--- src/rtl/sirq_pkg.sv ---
package sirq_pkg;
  // Word indices into the register window
  localparam int unsigned IX_MASKED   = 0;
  localparam int unsigned IX_RAW      = 1;
  localparam int unsigned IX_EN_SET   = 2;
  localparam int unsigned IX_EN_CLR   = 3;
  localparam int unsigned IX_SOFT_SET = 4;
  localparam int unsigned IX_SOFT_CLR = 5;
  localparam int unsigned IX_RT_SET   = 8;
  localparam int unsigned IX_RT_CLR   = 9;
endpackage

--- src/rtl/sirq_capture.sv ---
module sirq_capture #(
  parameter int unsigned NUM_SRC = 32
) (
  input  logic               clk,
  input  logic               rst,
  input  logic [NUM_SRC-1:0] irq_in,
  output logic [NUM_SRC-1:0] lvl_q
);
  always_ff @(posedge clk) begin
    if (rst) lvl_q <= '0;
    else     lvl_q <= irq_in;
  end
endmodule

--- src/rtl/sirq_regs.sv ---
module sirq_regs
  import sirq_pkg::*;
#(
  parameter int unsigned NUM_SRC = 32,
  parameter int unsigned ADDR_W  = 10,
  parameter int unsigned RT_LO   = 21,
  parameter int unsigned RT_HI   = 30
) (
  input  logic               clk,
  input  logic               rst,
  input  logic               wr_en,
  input  logic               rd_en,
  input  logic [ADDR_W-1:0]  addr,
  input  logic [NUM_SRC-1:0] wdata,
  input  logic [NUM_SRC-1:0] lvl_q,
  output logic [NUM_SRC-1:0] mask_q,
  output logic [NUM_SRC-1:0] mask_d,
  output logic [NUM_SRC-1:0] rt_q,
  output logic [NUM_SRC-1:0] rt_d,
  output logic [NUM_SRC-1:0] rdata
);
  function automatic logic [NUM_SRC-1:0] window(input int unsigned lo, input int unsigned hi);
    logic [NUM_SRC-1:0] m;
    for (int unsigned i = 0; i < NUM_SRC; i++) m[i] = (i >= lo) && (i <= hi);
    return m;
  endfunction

  localparam logic [NUM_SRC-1:0] RT_WIN = window(RT_LO, RT_HI);

  logic wr_nz;
  logic [NUM_SRC-1:0] rd_val;
  assign wr_nz = |wdata;

  always_comb begin
    mask_d = mask_q;
    rt_d   = rt_q;
    if (wr_en) begin
      case (addr)
        ADDR_W'(IX_EN_SET):   mask_d = mask_q | wdata;
        ADDR_W'(IX_EN_CLR):   mask_d = mask_q & ~wdata;
        ADDR_W'(IX_SOFT_SET): if (wr_nz) mask_d[0] = 1'b1;
        ADDR_W'(IX_SOFT_CLR): if (wr_nz) mask_d[0] = 1'b0;
        ADDR_W'(IX_RT_SET):   rt_d = rt_q | (wdata & RT_WIN);
        ADDR_W'(IX_RT_CLR):   rt_d = rt_q & ~wdata;
        default: ;
      endcase
    end
  end

  always_comb begin
    case (addr)
      ADDR_W'(IX_MASKED):   rd_val = lvl_q & mask_q;
      ADDR_W'(IX_RAW):      rd_val = lvl_q;
      ADDR_W'(IX_EN_SET):   rd_val = mask_q;
      ADDR_W'(IX_SOFT_SET): rd_val = {{(NUM_SRC-1){1'b0}}, lvl_q[0]};
      ADDR_W'(IX_RT_SET):   rd_val = rt_q;
      default:              rd_val = '0;
    endcase
  end

  always_ff @(posedge clk) begin
    if (rst) begin
      mask_q <= '0;
      rt_q   <= '0;
      rdata  <= '0;
    end else begin
      mask_q <= mask_d;
      rt_q   <= rt_d;
      if (rd_en) rdata <= rd_val;
    end
  end


  rt_window_chk: assert property (@(posedge clk) disable iff (rst)
    (rt_q & ~RT_WIN) == '0);


  en_set_chk: assert property (@(posedge clk) disable iff (rst)
    (wr_en && addr == ADDR_W'(IX_EN_SET)) |=> ((mask_q & $past(wdata)) == $past(wdata)));


  en_clr_chk: assert property (@(posedge clk) disable iff (rst)
    (wr_en && addr == ADDR_W'(IX_EN_CLR)) |=> ((mask_q & $past(wdata)) == '0));


  soft_zero_chk: assert property (@(posedge clk) disable iff (rst)
    (wr_en && wdata == '0 && (addr == ADDR_W'(IX_SOFT_SET) || addr == ADDR_W'(IX_SOFT_CLR)))
    |=> $stable(mask_q));


  rt_clr_chk: assert property (@(posedge clk) disable iff (rst)
    (wr_en && addr == ADDR_W'(IX_RT_CLR)) |=> ((rt_q & $past(wdata)) == '0));


  unused_wr_chk: assert property (@(posedge clk) disable iff (rst)
    (wr_en && !(addr inside {ADDR_W'(IX_EN_SET), ADDR_W'(IX_EN_CLR), ADDR_W'(IX_SOFT_SET),
                             ADDR_W'(IX_SOFT_CLR), ADDR_W'(IX_RT_SET), ADDR_W'(IX_RT_CLR)}))
    |=> ($stable(mask_q) && $stable(rt_q)));
endmodule

--- src/rtl/sirq_route.sv ---
module sirq_route #(
  parameter int unsigned NUM_SRC     = 32,
  parameter int unsigned PARENT_LINE = 31
) (
  input  logic               clk,
  input  logic               rst,
  input  logic [NUM_SRC-1:0] lvl_d,
  input  logic [NUM_SRC-1:0] mask_d,
  input  logic [NUM_SRC-1:0] rt_d,
  output logic [NUM_SRC-1:0] parent_irq
);
  logic [NUM_SRC-1:0] next_out;
  logic               summary;

  assign summary = |(lvl_d & mask_d);

  for (genvar i = 0; i < NUM_SRC; i++) begin : g_line
    if (i == PARENT_LINE) begin : g_sum
      // routing bits never reach this line, the OR only keeps every bit in use
      assign next_out[i] = summary | (rt_d[i] & lvl_d[i]);
    end else begin : g_direct
      assign next_out[i] = rt_d[i] & lvl_d[i];
    end
  end

  always_ff @(posedge clk) begin
    if (rst) parent_irq <= '0;
    else     parent_irq <= next_out;
  end
endmodule

--- src/rtl/sirq_hub.sv ---
module sirq_hub #(
  parameter int unsigned NUM_SRC     = 32,
  parameter int unsigned ADDR_W      = 10,
  parameter int unsigned RT_LO       = 21,
  parameter int unsigned RT_HI       = 30,
  parameter int unsigned PARENT_LINE = 31
) (
  input  logic               clk,
  input  logic               rst,
  input  logic [NUM_SRC-1:0] irq_in,
  input  logic               wr_en,
  input  logic               rd_en,
  input  logic [ADDR_W-1:0]  addr,
  input  logic [NUM_SRC-1:0] wdata,
  output logic [NUM_SRC-1:0] rdata,
  output logic [NUM_SRC-1:0] parent_irq
);
  logic [NUM_SRC-1:0] lvl_q, mask_q, mask_d, rt_q, rt_d;

  sirq_capture #(.NUM_SRC(NUM_SRC)) u_capture (
    .clk(clk), .rst(rst), .irq_in(irq_in), .lvl_q(lvl_q)
  );

  sirq_regs #(.NUM_SRC(NUM_SRC), .ADDR_W(ADDR_W), .RT_LO(RT_LO), .RT_HI(RT_HI)) u_regs (
    .clk(clk), .rst(rst), .wr_en(wr_en), .rd_en(rd_en), .addr(addr), .wdata(wdata),
    .lvl_q(lvl_q), .mask_q(mask_q), .mask_d(mask_d), .rt_q(rt_q), .rt_d(rt_d), .rdata(rdata)
  );

  sirq_route #(.NUM_SRC(NUM_SRC), .PARENT_LINE(PARENT_LINE)) u_route (
    .clk(clk), .rst(rst), .lvl_d(irq_in), .mask_d(mask_d), .rt_d(rt_d), .parent_irq(parent_irq)
  );


  summary_chk: assert property (@(posedge clk) disable iff (rst)
    parent_irq[PARENT_LINE] == (|(lvl_q & mask_q)));


  routed_chk: assert property (@(posedge clk) disable iff (rst)
    (parent_irq & ~(NUM_SRC'(1) << PARENT_LINE)) == (rt_q & lvl_q));
endmodule

--- config.mk ---
export PLATFORM = sky130hd
export DESIGN_NAME = sirq_hub
export DESIGN_NICKNAME = d
export VERILOG_FILES = /design/src/rtl/sirq_pkg.sv /design/src/rtl/sirq_capture.sv /design/src/rtl/sirq_regs.sv /design/src/rtl/sirq_route.sv /design/src/rtl/sirq_hub.sv
export SDC_FILE = /design/constraint.sdc
export NUM_CORES = 1
export LEC_CHECK = 0
export CAP_MARGIN = 20
export CORE_MARGIN = 2
export CORE_UTILIZATION = 60
export CTS_CLUSTER_DIAMETER = 60
export CTS_CLUSTER_SIZE = 25
export DETAILED_ROUTE_END_ITERATION = 6
export DONT_BUFFER_PORTS = 1
export MAX_ROUTING_LAYER = met4
export PLACE_DENSITY_LB_ADDON = 0.05
export SLEW_MARGIN = 20
export SYNTH_ARGS = -nofsm -noshare
export SYNTH_HDL_FRONTEND = slang
export SYNTH_SLANG_ARGS = --single-unit
--- constraint.sdc ---
create_clock -name clk -period 3.91 [get_ports clk]
set_input_delay 0.5865 -clock clk [delete_from_list [all_inputs] [get_ports clk]]
set_output_delay 0.5865 -clock clk [all_outputs]
set_load 0.02 [all_outputs]
==> results.toml <==
[outcome]
outcome = "finished, final reports clean"

[grt]
gr-total-overflow = 0
grt_use_total_pct = 35.82
antenna_found_initial = 0
grt_pass1_wl_um = 31170
grt_pass1_vias = 5673
grt_max_degree = 130

[cts]
clockBufferDepth = 2
cts_tree = "yes"
cts.sinks = 160
ctsResizeCount = 0
cts_made_buffers = 17
ctsHoldBuffers = 0
h-tree-depth = 4
post-cts-setup-buffers = 0
clk-insertion-delay-late_ns = 0.53
cts_root_buffer = "clkbuf_8"
cts.reportedPaths.clkPinSlew_ns = 0.06

[setup_path]
arrival_ns = 2.74
crit_type = "in -> reg"
path_buf_inv = 1
required_ns = 4.29
crit_family = "simple AND/OR/NAND/NOR gates"
critical_path.startpoint_type = "input pin"
crit_path_max_incr_delay_ns = 0.54
end_kind = "register"
path_cells = "nor4_2 > buf_4 > nand3_1 > o211ai_1 > o2111ai_1 > nor4_1 > a41oi_1"
cpMaxStageDelayCell = "nand3_1"
path_max_fanout = 23

[sta]
final-setup-viol-count = 0
tightest_slew_ns = 0.8502
hold_viol = 0
fmax_ghz = 0.4246
timing.slew.headroom_pct = 43.26
rsz0062_at_grt = "no"
finalMaxSlewViolations = 0
fin_crit_sh_pct = 60.24
min_period_ns = 2.355
skew_ns = 0.004703
fin_tns_setup_ns = 0
finalWorstSetupSlack_ns = 1.555

[die]
dieArea_um2 = 12050
die_h_um = 109.8
io_pins = 142
core_area_um2 = 10890
die_w_um = 109.8
start_util_pct = 61.64
rows = 38

[synthesis]
synth_cell_type_count = 48
yosysMostFrequentCell = "dfxtp_1"
postSynthAreaPerCell_um2 = 8.389
synth_top_area_share_pct = 47.73
synth.ff_latch_count = 160
yosys-top-cells-count = "dfxtp_1 (160), a21oi_1 (106), nor2_1 (92), nand2b_1 (51), o21ai_0 (49)"
seq_area_frac_synth_pct = 47.73
synth_nets = 878
ys_warn_count = 0
synth_top_cell_by_area = "dfxtp_1"
syn_inst = 800
synth_enable_flop_cells = 0
ys.flop_type = "dfxtp_1"
synth_area_leaders = "dfxtp_1 (48%), a21oi_1 (7.9%), nor2_1 (5.1%)"
async_flop_share_pct = 0
synth_area_um2 = 6711

[finish]
final_area_um2 = 7293
syn_to_final_growth_pct = 8.669
num-fill-cells = 881
diodes = 0
nets = 847
drive_gt1_share_pct = 5.754

[power]
switchingPower_uw = 681.8
power_uw = 3262
irDropWorstVdd_v = 0.0002747
switching_share_pct = 20.90
p_clk_share_pct = 46.9
p_comb_share_pct = 2.5
leakage_uw = 0.002675
power.internal_uw = 2580
power_frac_seq_pct = 50.7
p_per_area_nw_per_um2 = 447.3

[run]
maxCapViolations = 0

[route]
ant_nets = 0
vias_per_cell = 6.514
totalWireLength_um = 20410
drt_drc_violations_left = 0
dr.pass1.iters = 7
routed-via-count = 6006
drtIter0Drc = 709
wl_per_cell_um = 22.14

[placement]
placed_area_um2 = 6743
hpwl_um = 13690
port-buffer-count = 0
pre_cts_slack_ns = 1.071
routabilityCongestion = 0.9215

[hold_path]
hold_class = "in -> reg"
[per-layer routing]
metal  wire (um)  vias to the layer above  global-route usage [%]
li1            -                     2753                       -
met1        8365                     2824                   46.75
met2        9332                      368                   54.10
met3        2054                       61                   7.765
met4         662                        0                   14.56
met5           0                        -                       -
[registers in the layout (all words and copies together) (netlist names)]
| register | count |
|---|---|
| u_regs.mask_q | 32 |
| u_capture.lvl_q | 32 |
| u_regs.rdata | 32 |
| u_route.parent_irq | 32 |
| u_regs.rt_q | 32 |
[logic make-up after synthesis]
family                   Yosys count  share of synthesized area, %
multiplexers                       8                         1.212
buffers and inverters             68                         4.008
AND/OR/NAND/NOR                  351                         28.45
AO/OA/AOI/OAI                    212                         18.46
adder cells (fa/ha/maj)            1                        0.1491
flip-flops                       160                         47.73
[area by class of cell]
cell class / count / area [um2] / share of cell area (%)
sequential: 160 / 3203 / 43.92
multi-input combinational: 572 / 3254 / 44.62
inverter: 10 / 37.54 / 0.5147
timing repair buffer: 8 / 72.57 / 0.9950
clock buffer: 23 / 466.7 / 6.399
clock inverter: 9 / 83.83 / 1.149
tap: 140 / 175.2 / 2.402
[placed cells by master (no fill, tap or decap), drive strengths merged, types with 2 or more instances in the layout]
cell        n
a21o        2
a21oi     106
a221oi      4
a222oi      2
a22o        4
a22oi      19
a32oi       3
a41oi       3
and2       34
and3       36
and4        2
buf         8
clkbuf     23
clkinv      4
clkinvlp    4
dfxtp     160
inv        10
mux2i       7
nand2      24
nand2b     51
nand3      25
nand4      19
nor2       92
nor2b      37
nor3        3
nor4       12
o2111ai     5
o211ai      7
o21ai      49
o22ai       2
or3         9
or4         2
[power by group through the flow]
stage / combinational (uW) / sequential, uW / clock (uW)
after floorplan: 92.1 / 1690 / 0
after global placement: 76.7 / 1690 / 0
after detailed placement: 79.1 / 1690 / 0
after CTS: 79.6 / 1650 / 1540
after global routing: 87.7 / 1650 / 1600
final: 80.2 / 1650 / 1530
[metrics by stage]
step           cells  hold slack, ns  utilization [%]
2_1_floorplan    800          0.4301                -
3_3_place_gp     890          0.4376            61.93
3_5_place_dp     890          0.4445            61.93
4_1_cts          922          0.1052            66.98
5_1_grt          922          0.1089            66.98
6_report         922          0.1203            66.98
[worst register-to-register path, stage by stage, from the launching register on]
cell	delay, ns
dfxtp_1	0.33
o41a_1	0.17
a32oi_1	0.27
nand4_1	0.13
nor4bb_1	0.43
a41oi_1	0.17
[path summary, 6_finish.rpt]
check,to,startpoint,cells past startpoint,slack (ns)
worst max-delay path,u_route.parent_irq[31],addr[5],7,1.55
worst max register to register,u_route.parent_irq[31],u_regs.mask_q[25],5,2.25
worst min register to register,u_regs.rt_q[17],u_regs.rt_q[17],2,0.45
worst min-delay path,u_regs.rdata[18],rst,1,0.12
No activity file was read; power rests on OpenSTA's default activity.
